<file path="config.mk">
export PLATFORM = sky130hd
export DESIGN_NAME = quad_dac_decoder
export DESIGN_NICKNAME = d
export VERILOG_FILES = /design/src/rtl/dacq_pkg.sv /design/src/rtl/dacq_shift.sv /design/src/rtl/dacq_decode.sv /design/src/rtl/dacq_bank.sv /design/src/rtl/dacq_ref.sv /design/src/rtl/quad_dac_decoder.sv
export SDC_FILE = /design/constraint.sdc
export NUM_CORES = 1
export LEC_CHECK = 0
export BUFFER_PORTS_ARGS = -buffer_cell sky130_fd_sc_hd__buf_2
export CORE_AREA = 2 2 158 160
export DETAILED_ROUTE_END_ITERATION = 10
export DIE_AREA = 0 0 160 162
export PLACE_DENSITY = 0.51
export REMOVE_ABC_BUFFERS = 1
export SLEW_MARGIN = 20
export SYNTH_ARGS = -nofsm -noshare
export SYNTH_HDL_FRONTEND = slang
export SYNTH_HIERARCHICAL = 1
export SYNTH_SLANG_ARGS = --single-unit
</file>
<file path="constraint.sdc">
create_clock -name clk_i -period 4.6 [get_ports clk_i]
set_input_delay 0.23 -clock clk_i [delete_from_list [all_inputs] [get_ports clk_i]]
set_output_delay 0.23 -clock clk_i [all_outputs]
set_load 0.05 [all_outputs]
</file>
<file path="src/rtl/dacq_pkg.sv">
package dacq_pkg;
  typedef enum logic [1:0] {
    REF_AUTO = 2'd0,
    REF_ON   = 2'd1,
    REF_OFF  = 2'd2
  } ref_mode_e;

  localparam int unsigned SEL_W = 2;
  localparam int unsigned HDR_W = 8;
endpackage

</file>
<file path="src/rtl/dacq_shift.sv">
module dacq_shift #(
  parameter int unsigned FRAME_W = 24
) (
  input  logic               clk_i,
  input  logic               rst_ni,
  input  logic               sclk_i,
  input  logic               sync_ni,
  input  logic               din_i,
  output logic               frm_vld_o,
  output logic [FRAME_W-1:0] frm_o
);
  localparam int unsigned CW = $clog2(FRAME_W + 1);
  localparam logic [CW-1:0] LAST = CW'(FRAME_W - 1);
  localparam logic [CW-1:0] FULL = CW'(FRAME_W);

  logic               sclk_q;
  logic [CW-1:0]      cnt_q;
  logic [FRAME_W-2:0] sr_q;
  logic               fall;

  assign fall = sclk_q & ~sclk_i;

  always_ff @(posedge clk_i or negedge rst_ni) begin
    if (!rst_ni) begin
      sclk_q    <= 1'b0;
      cnt_q     <= '0;
      sr_q      <= '0;
      frm_vld_o <= 1'b0;
      frm_o     <= '0;
    end else begin
      sclk_q    <= sclk_i;
      frm_vld_o <= 1'b0;
      if (sync_ni) begin
        cnt_q <= '0;
      end else if (fall && cnt_q != FULL) begin
        sr_q  <= {sr_q[FRAME_W-3:0], din_i};
        cnt_q <= cnt_q + 1'b1;
        if (cnt_q == LAST) begin
          frm_vld_o <= 1'b1;
          frm_o     <= {sr_q, din_i};
        end
      end
    end
  end
endmodule

</file>
<file path="src/rtl/dacq_decode.sv">
module dacq_decode
  import dacq_pkg::*;
#(
  parameter int unsigned NCH = 4,
  parameter int unsigned DW  = 16,
  localparam int unsigned FRAME_W = DW + HDR_W
) (
  input  logic               frm_vld_i,
  input  logic [FRAME_W-1:0] frm_i,
  output logic [NCH-1:0]     buf_we_o,
  output logic [NCH-1:0]     out_ld_o,
  output logic [NCH-1:0]     pd_we_o,
  output logic [1:0]         pd_mode_o,
  output logic [DW-1:0]      pay_o,
  output logic               ref_we_o,
  output ref_mode_e          ref_mode_o
);
  localparam logic [SEL_W-1:0] SEL_ALL = SEL_W'(2);

  logic [1:0]       addr, ld;
  logic             rsvd, cmd;
  logic [SEL_W-1:0] sel;
  logic [NCH-1:0]   sel_oh;
  logic [3:0]       ref_code;

  assign addr      = frm_i[FRAME_W-1 -: 2];
  assign ld        = frm_i[FRAME_W-3 -: 2];
  assign rsvd      = frm_i[FRAME_W-5];
  assign sel       = frm_i[FRAME_W-6 -: SEL_W];
  assign cmd       = frm_i[DW];
  assign pay_o     = frm_i[DW-1:0];
  assign ref_code  = frm_i[DW-1 -: 4];
  assign pd_mode_o = frm_i[DW-1 -: 2];

  for (genvar i = 0; i < NCH; i++) begin : g_sel
    assign sel_oh[i] = (sel == SEL_W'(i));
  end

  always_comb begin
    buf_we_o   = '0;
    out_ld_o   = '0;
    pd_we_o    = '0;
    ref_we_o   = 1'b0;
    ref_mode_o = REF_AUTO;
    if (frm_vld_i && addr == 2'b00) begin
      if (!cmd) begin
        unique case (ld)
          2'b00: buf_we_o = sel_oh;
          2'b01: begin
            buf_we_o = sel_oh;
            out_ld_o = sel_oh;
          end
          2'b10: begin
            buf_we_o = sel_oh;
            out_ld_o = '1;
          end
          default: begin
            if (sel == SEL_ALL) begin
              buf_we_o = '1;
              out_ld_o = '1;
            end
          end
        endcase
      end else if (ld == 2'b00 && sel == '0 && !rsvd) begin
        unique case (ref_code)
          4'h0: begin ref_we_o = 1'b1; ref_mode_o = REF_AUTO; end
          4'h1: begin ref_we_o = 1'b1; ref_mode_o = REF_ON;   end
          4'h2: begin ref_we_o = 1'b1; ref_mode_o = REF_OFF;  end
          default: ;
        endcase
      end else if (ld == 2'b01) begin
        pd_we_o = sel_oh;
      end else if (ld == 2'b11 && sel == SEL_ALL) begin
        pd_we_o = '1;
      end
    end
  end
endmodule

</file>
<file path="src/rtl/dacq_bank.sv">
module dacq_bank #(
  parameter int unsigned NCH = 4,
  parameter int unsigned DW  = 16
) (
  input  logic              clk_i,
  input  logic              rst_ni,
  input  logic [NCH-1:0]    buf_we_i,
  input  logic [NCH-1:0]    out_ld_i,
  input  logic [NCH-1:0]    pd_we_i,
  input  logic [1:0]        pd_mode_i,
  input  logic [DW-1:0]     pay_i,
  output logic [NCH*DW-1:0] code_o,
  output logic [NCH*2-1:0]  pd_o,
  output logic [NCH-1:0]    oe_o
);
  for (genvar i = 0; i < NCH; i++) begin : g_ch
    logic [DW-1:0] buf_q;

    always_ff @(posedge clk_i or negedge rst_ni) begin
      if (!rst_ni) begin
        buf_q             <= '0;
        code_o[i*DW +: DW] <= '0;
        pd_o[2*i +: 2]    <= 2'b00;
        oe_o[i]           <= 1'b1;
      end else begin
        if (buf_we_i[i]) buf_q <= pay_i;
        if (out_ld_i[i]) begin
          // same-frame buffer write reaches the output directly
          code_o[i*DW +: DW] <= buf_we_i[i] ? pay_i : buf_q;
          pd_o[2*i +: 2]     <= 2'b00;
          oe_o[i]            <= 1'b1;
        end else if (pd_we_i[i]) begin
          pd_o[2*i +: 2] <= pd_mode_i;
          oe_o[i]        <= (pd_mode_i == 2'b00);
        end
      end
    end
  end
endmodule

</file>
<file path="src/rtl/dacq_ref.sv">
module dacq_ref
  import dacq_pkg::*;
#(
  parameter int unsigned NCH = 4
) (
  input  logic           clk_i,
  input  logic           rst_ni,
  input  logic           ref_we_i,
  input  ref_mode_e      ref_mode_i,
  input  logic [NCH-1:0] oe_i,
  output logic           ref_en_o
);
  ref_mode_e mode_q;

  always_ff @(posedge clk_i or negedge rst_ni) begin
    if (!rst_ni)       mode_q <= REF_AUTO;
    else if (ref_we_i) mode_q <= ref_mode_i;
  end

  always_comb begin
    unique case (mode_q)
      REF_ON:  ref_en_o = 1'b1;
      REF_OFF: ref_en_o = 1'b0;
      default: ref_en_o = |oe_i;
    endcase
  end
endmodule

</file>
<file path="src/rtl/quad_dac_decoder.sv">
module quad_dac_decoder
  import dacq_pkg::*;
#(
  parameter int unsigned NCH = 4,
  parameter int unsigned DW  = 16
) (
  input  logic              clk_i,
  input  logic              rst_ni,
  input  logic              sclk_i,
  input  logic              sync_ni,
  input  logic              din_i,
  output logic [NCH*DW-1:0] ch_code_o,
  output logic [NCH*2-1:0]  ch_pd_o,
  output logic [NCH-1:0]    ch_oe_o,
  output logic              ref_en_o
);
  localparam int unsigned FRAME_W = DW + HDR_W;

  logic               frm_vld;
  logic [FRAME_W-1:0] frm;
  logic [NCH-1:0]     buf_we, out_ld, pd_we;
  logic [1:0]         pd_mode;
  logic [DW-1:0]      pay;
  logic               ref_we;
  ref_mode_e          ref_mode;

  dacq_shift #(.FRAME_W(FRAME_W)) u_shift (
    .clk_i     (clk_i),
    .rst_ni    (rst_ni),
    .sclk_i    (sclk_i),
    .sync_ni   (sync_ni),
    .din_i     (din_i),
    .frm_vld_o (frm_vld),
    .frm_o     (frm)
  );

  dacq_decode #(.NCH(NCH), .DW(DW)) u_dec (
    .frm_vld_i  (frm_vld),
    .frm_i      (frm),
    .buf_we_o   (buf_we),
    .out_ld_o   (out_ld),
    .pd_we_o    (pd_we),
    .pd_mode_o  (pd_mode),
    .pay_o      (pay),
    .ref_we_o   (ref_we),
    .ref_mode_o (ref_mode)
  );

  dacq_bank #(.NCH(NCH), .DW(DW)) u_bank (
    .clk_i     (clk_i),
    .rst_ni    (rst_ni),
    .buf_we_i  (buf_we),
    .out_ld_i  (out_ld),
    .pd_we_i   (pd_we),
    .pd_mode_i (pd_mode),
    .pay_i     (pay),
    .code_o    (ch_code_o),
    .pd_o      (ch_pd_o),
    .oe_o      (ch_oe_o)
  );

  dacq_ref #(.NCH(NCH)) u_ref (
    .clk_i      (clk_i),
    .rst_ni     (rst_ni),
    .ref_we_i   (ref_we),
    .ref_mode_i (ref_mode),
    .oe_i       (ch_oe_o),
    .ref_en_o   (ref_en_o)
  );
endmodule

</file>
* After elaboration in Yosys (flattened, before gate mapping) *
Index checks and enable logic that the tools add are counted.

word-level totals
  bits in registers = 196
  bits in latches = 0
  RAM bits = 0
  bits in read-only memories = 0
  input port bits = 5
  output and inout bits = 77
  word-level logic and storage cells = 105
  memories = 0

operators by class
  add/subtract/negate cells = 1
  multiply operators = 0
  divide/modulo/power cells = 0
  magnitude comparators = 0
  equal/unequal tests = 12
  shift operators = 0
  multiplexer cells = 46
  bitwise logic cells = 3
  reduce and logical (&&, ||, !) cells = 21

operator list
  operator                                        count
  2-to-1 mux 16 bit                               4
  2-to-1 mux 4 bit                                11
  2-to-1 mux 2 bit                                11
  2-to-1 mux 1 bit                                15
  case mux 4 bit (3 select lines)                 1
  == test 2 bit (second input constant)           5
  2-to-1 mux 5 bit                                2
  nonzero test 2 bit                              5
  logical NOT 2 bit                               4
  == test 2 x 1 -> 1 bit (second input constant)  3
  OR reduction 3 bit                              2
  adder 5 x 1 -> 5 bit (second input constant)    1
  == test 5 bit (second input constant)           1
  logical AND 1 bit                               5
  != test 5 bit (second input constant)           1
  == test 4 x 1 -> 1 bit (second input constant)  1
  == test 4 x 2 -> 1 bit (second input constant)  1
  logical NOT 4 bit                               1
  case mux 2 bit (2 select lines)                 1
  OR reduction 4 bit                              1
  AND reduction 3 bit                             1
  NOT 1 bit                                       2
  case mux 1 bit (2 select lines)                 1
  AND reduction 2 bit                             1
  2 further kinds                                 2

* Longest topological paths before layout *
  word-level depth = 9
  mapped depth = 8
  mapped depth without buffers = 5

* Cells and area by module *
The synthesis kept the hierarchy.

by module, submodules not included
  module       instances  cells each  area an instance (um^2)  sequential area each (um^2)
  dacq_bank    1          309         5591.6                   3508.4
  dacq_shift   1          136         2228.4                   1351.3
  dacq_decode  1          63          421.7                    0.0
  dacq_ref     1          10          101.3                    50.0

* Worst setup path after synthesis *
Ideal clock, no wire load.

  path kind = reg2reg
  start = reg u_shift.frm_o[16]
  end = reg u_bank.code_o[53]
  setup time = 0.125 ns
  arrival = 2.024 ns
  required time = 4.475 ns
  path slack = 2.451 ns
  stages on the path, launching flop included = 8
  path buffers = 3
  period minus slack after synthesis = 2.149 ns
  cell sequence = dfrtp_1 or4b_4 buf_6 nor3b_2 buf_6 buf_12 mux2_4 mux2_4

between the ends
  cells in the longest elaborated chain, start to end = 3
  elaborated cells on any way between the ends = 5
  those cells by class = mux: 5

RTL lines
  what                             RTL line                text
  from (decl)                      dacq_shift.sv:10        output logic [FRAME_W-1:0] frm_o
  from (signal assigned)           dacq_shift.sv:40        frm_o <= {sr_q, din_i};
  2-to-1 mux 4 bit                 dacq_decode.sv:46       if (!cmd) begin
  2-to-1 mux 4 bit                 dacq_decode.sv:45       if (frm_vld_i && addr == 2'b00) begin
  via buf_we[3]                    quad_dac_decoder.sv:21  logic [NCH-1:0] buf_we, out_ld, pd_we;
  2-to-1 mux 16 bit                dacq_bank.sv:29         code_o[i*DW +: DW] <= buf_we_i[i] ? pay_i : buf_q;
  to (signal, indexed assignment)  dacq_bank.sv:29
  to (decl)                        dacq_bank.sv:12         output logic [NCH*DW-1:0] code_o,

The timed path passes the listed nets, and every way through them passes these cells.
A chain may end at the register's enable or synchronous reset.

* Worst setup path after layout *
  start = reg u_shift.frm_o[16]
  end = reg u_bank.code_o[36]

Same word-level chain as after synthesis.

==> flow_results.xml <==
<?xml version="1.0" encoding="UTF-8"?>
<metrics>
  <group name="yosys">
    <metric name="synth_enable_flop_cells" unit="">0</metric>
    <metric name="synth_sequential_area_ratio" unit="%">58.8</metric>
    <metric name="synth_area_leader_cell" unit="">sky130_fd_sc_hd__dfrtp_1</metric>
    <metric name="netlist.area_leader.share" unit="%">57.6</metric>
    <metric name="yosys_warnings" unit="">6</metric>
    <metric name="synth_top_cells_by_area" unit="">sky130_fd_sc_hd__dfrtp_1 (58%), sky130_fd_sc_hd__mux2_4 (18%), sky130_fd_sc_hd__mux2_2 (11%), sky130_fd_sc_hd__buf_4 (1.8%), sky130_fd_sc_hd__buf_6 (1.3%)</metric>
    <metric name="netlist_top_cells_count" unit="">sky130_fd_sc_hd__dfrtp_1 (192), sky130_fd_sc_hd__mux2_4 (99), sky130_fd_sc_hd__mux2_2 (79)</metric>
    <metric name="synth_seq_cells" unit="">196</metric>
    <metric name="synth_async_sr_flop_share" unit="%">100</metric>
    <metric name="syn-instance-count" unit="">518</metric>
    <metric name="synth.most_common_cell" unit="">sky130_fd_sc_hd__dfrtp_1</metric>
    <metric name="netlist-cell-type-count" unit="">39</metric>
    <metric name="synth_flop_cell" unit="">sky130_fd_sc_hd__dfrtp_1</metric>
    <metric name="synth_area_per_cell" unit="µm²">16.1</metric>
    <metric name="post_synth_instance_area" unit="µm²">8340</metric>
  </group>
  <group name="power_and_ir_drop">
    <metric name="pint" unit="mW">2.71</metric>
    <metric name="comb_power_share" unit="%">2.5</metric>
    <metric name="part_of_the_total_power_dissipated_in_the_clock_network" unit="%">45.6</metric>
    <metric name="p_leak" unit="nW">4.91</metric>
    <metric name="netSwitchingPower" unit="mW">0.730</metric>
    <metric name="power.density" unit="nW/µm²">359</metric>
    <metric name="vdd_drop_max" unit="µV">204</metric>
    <metric name="fin_total_pwr" unit="mW">3.44</metric>
    <metric name="sw_frac_of_total" unit="%">21.2</metric>
    <metric name="share_seq_of_total_power" unit="%">51.9</metric>
  </group>
  <group name="global_route">
    <metric name="grt_antenna_before_repair" unit="">0</metric>
    <metric name="grt_pass1_vias" unit="">4561</metric>
    <metric name="grt_first_pass_wirelength" unit="mm">26.9</metric>
    <metric name="grt.total_usage" unit="%">13.4</metric>
    <metric name="largest_net_degree_at_the_start_of_global_routing" unit="">105</metric>
    <metric name="grt_remaining_overflow" unit="">0</metric>
  </group>
  <group name="detailed_routing">
    <metric name="dr.first_iter.drc_count" unit="">203</metric>
    <metric name="wirelength" unit="mm">16.5</metric>
    <metric name="via_count" unit="">4217</metric>
    <metric name="detail_route.vias_per_cell" unit="">4.59</metric>
    <metric name="drt-wirelength-per-cell" unit="µm">17.9</metric>
    <metric name="final_ant_viol_nets" unit="">0</metric>
    <metric name="drcViolationCount" unit="">0</metric>
    <metric name="drt_pre_antenna_iters" unit="">4</metric>
  </group>
  <group name="timing">
    <metric name="timing.slew.headroom" unit="%">30.6</metric>
    <metric name="final_hold_viol_count" unit="">0</metric>
    <metric name="setup_violations" unit="">0</metric>
    <metric name="final_worst_path_period_share" unit="%">58.1</metric>
    <metric name="max_clock_freq" unit="MHz">374</metric>
    <metric name="worst_hold_slack" unit="ns">0.0676</metric>
    <metric name="period_minus_slack" unit="ns">2.67</metric>
    <metric name="post-route-worst-setup-slack" unit="ns">1.93</metric>
    <metric name="timing_worst_slew_pin_value" unit="ns">1.04</metric>
    <metric name="skew" unit="ns">0.00695</metric>
    <metric name="rsz0062_at_grt" unit="">no</metric>
    <metric name="setup_total_negative_slack" unit="ns">0</metric>
    <metric name="timing_max_transition_violations_final" unit="">0</metric>
  </group>
  <group name="setup_path">
    <metric name="r2r_cells" unit="">5</metric>
    <metric name="worst_setup_path_end_kind" unit="">register</metric>
    <metric name="reg2reg_from" unit="">u_shift/frm_o[16]</metric>
    <metric name="cp.arrival" unit="ns">2.99</metric>
    <metric name="critPathLaunch" unit="">u_shift/frm_o[16]</metric>
    <metric name="start_kind" unit="">register</metric>
    <metric name="rr_endpoint" unit="">u_bank/code_o[36]</metric>
    <metric name="timing.setup.critical_path_class" unit="">reg -&gt; reg</metric>
    <metric name="critPathRequiredTime" unit="ns">4.91</metric>
    <metric name="worst-path-max-fanout" unit="">11</metric>
    <metric name="worst-r2r-setup-slack" unit="ns">1.93</metric>
    <metric name="timing.critical_path.to" unit="">u_bank/code_o[36]</metric>
  </group>
  <group name="clock_network">
    <metric name="h-tree-depth" unit="">4</metric>
    <metric name="clock_insertion_delay_worst_skew" unit="ns">0.43</metric>
    <metric name="cts_tree" unit="">yes</metric>
    <metric name="cts_clock_pin_slew_for_the_worst_setup_and_hold_paths" unit="ns">0.07</metric>
    <metric name="cts_sinks" unit="">196</metric>
    <metric name="cts-buffers-inserted" unit="">17</metric>
    <metric name="clock_tree.root_cell" unit="">sky130_fd_sc_hd__clkbuf_16</metric>
    <metric name="cts_buffer_depth" unit="">2</metric>
    <metric name="cts_setup_buffers" unit="">0</metric>
  </group>
  <group name="layout">
    <metric name="stdcell_area" unit="µm²">9570</metric>
    <metric name="layout-area-overhead-vs-synth" unit="%">14.7</metric>
    <metric name="final_cells" unit="">919</metric>
    <metric name="num-fill-cells" unit="">2254</metric>
    <metric name="final_core_utilization" unit="%">39.7</metric>
    <metric name="num_antenna_cells" unit="">0</metric>
    <metric name="proportion_of_layout_cells_with_a_drive_suffix_above_1" unit="%">52.8</metric>
    <metric name="nets" unit="">590</metric>
  </group>
  <group name="die">
    <metric name="die_height" unit="µm">162</metric>
    <metric name="die_area" unit="µm²">25900</metric>
    <metric name="initial_utilization" unit="%">34.6</metric>
    <metric name="dieWidth" unit="µm">160</metric>
    <metric name="core-area" unit="µm²">24100</metric>
    <metric name="num_rows" unit="">57</metric>
    <metric name="io_pins" unit="">82</metric>
  </group>
  <group name="placement">
    <metric name="dpl-instance-area" unit="µm²">8920</metric>
    <metric name="io_buffer_count" unit="">81</metric>
    <metric name="finalWeightedCongestion" unit="">0.734</metric>
    <metric name="placedCellCount" unit="">885</metric>
    <metric name="dp_worst_setup_slack" unit="ns">1.90</metric>
    <metric name="dpl.hpwl" unit="mm">10.5</metric>
  </group>
  <group name="job">
    <metric name="maxCapViolations" unit="">0</metric>
  </group>
  <group name="status">
    <metric name="status" unit="">complete, no violations</metric>
  </group>
  <group name="min_path">
    <metric name="hold_class" unit="">in -&gt; reg</metric>
  </group>
</metrics>
[registers in the layout, summed over array words and instances, names as in the netlist]
| name | flops |
|---|---|
| u_shift/sr_q | 23 |
| u_bank/oe_o | 4 |
| u_shift/frm_o | 24 |
| u_shift/cnt_q | 5 |
| u_bank/pd_o | 8 |
| u_bank/code_o | 64 |
| u_bank/g_ch.buf_q | 64 |
| u_shift/frm_vld_o | 1 |
| u_shift/sclk_q | 1 |
| u_ref/mode_q | 2 |
[worst max-delay path, cell delays in order (launching register included)]
cell	delay [ns]
sky130_fd_sc_hd__dfrtp_1	0.39
sky130_fd_sc_hd__or4b_4	0.67
sky130_fd_sc_hd__nor2_2	0.48
sky130_fd_sc_hd__buf_4	0.36
sky130_fd_sc_hd__mux2_2	0.38
sky130_fd_sc_hd__mux2_2	0.26
[layer usage]
layer | vias up | part of all wire [%] | global-route usage (%)
met5 | - | 0 | 0
met4 | 0 | 1.4 | 4.42
met3 | 15 | 2.6 | 2.48
met2 | 74 | 46 | 21.2
met1 | 2215 | 50 | 18.8
li1 | 1913 | - | -
[power by group through the flow]
stage | combinational [mW] | clock [mW] | sequential, mW
CTS | 0.0890 | 1.61 | 1.78
detailed placement | 0.0874 | 0 | 1.82
global route | 0.0975 | 1.68 | 1.79
floorplan | 0.0406 | 0 | 1.81
finish | 0.0850 | 1.57 | 1.78
global placement | 0.0834 | 0 | 1.82
[cell usage in the layout (no fill, tap or decap), types with 5 or more instances in the layout]
cell / netlist / routed
sky130_fd_sc_hd__nand2_1: 7 / 7
sky130_fd_sc_hd__dfrtp_1: 192 / 192
sky130_fd_sc_hd__nor2_1: 22 / 19
sky130_fd_sc_hd__nor2b_1: 10 / 10
sky130_fd_sc_hd__clkbuf_16: 0 / 17
sky130_fd_sc_hd__clkbuf_8: 0 / 5
sky130_fd_sc_hd__mux2_2: 79 / 79
sky130_fd_sc_hd__clkinvlp_4: 0 / 6
sky130_fd_sc_hd__mux2_4: 99 / 99
sky130_fd_sc_hd__inv_1: 5 / 5
sky130_fd_sc_hd__buf_2: 10 / 80
sky130_fd_sc_hd__mux2i_1: 11 / 11
[area by class of cell]
type | count | area, µm² | area share [%]
Timing Repair Buffer | 89 | 527 | 5.50
Multi-Input combinational cell | 273 | 3080 | 32.2
Clock buffer | 21 | 480 | 5.02
Sequential cell | 196 | 4910 | 51.3
Tap cell | 324 | 405 | 4.24
Clock inverter | 11 | 149 | 1.56
Inverter | 5 | 18.8 | 0.196
[worst min path at each step]
stage	start	endpoint	cells past startpoint	slack [ns]
2_1_floorplan	rst_ni	u_bank/code_o[0]	0	-0.07
3_3_place_gp	sclk_i	u_shift/sclk_q	1	0.36
3_5_place_dp	sclk_i	u_shift/sclk_q	1	0.36
5_1_grt	din_i	u_shift/frm_o[0]	2	0.05
4_1_cts	din_i	u_shift/frm_o[0]	2	0.05
6_report	din_i	u_shift/frm_o[0]	2	0.07
[timing repair]
action	in CTS	in global routing
resized for setup	0	0
endpoints found under the hold margin	100	0
hold buffers	2	0
setup endpoints to repair	0	0
[cell families after synthesis]
logic type                 Yosys count  share of synthesized area (%)
AOI/OAI and AO/OA                   14                           1.09
xor gates and xnor gates             4                          0.420
adders and majority gates            3                          0.450
buffers and inverters               49                           4.93
DFF                                196                           58.8
muxes                              189                           29.8
and+or+nand+nor                     63                           4.45
(Power assumes the default switching activity.)
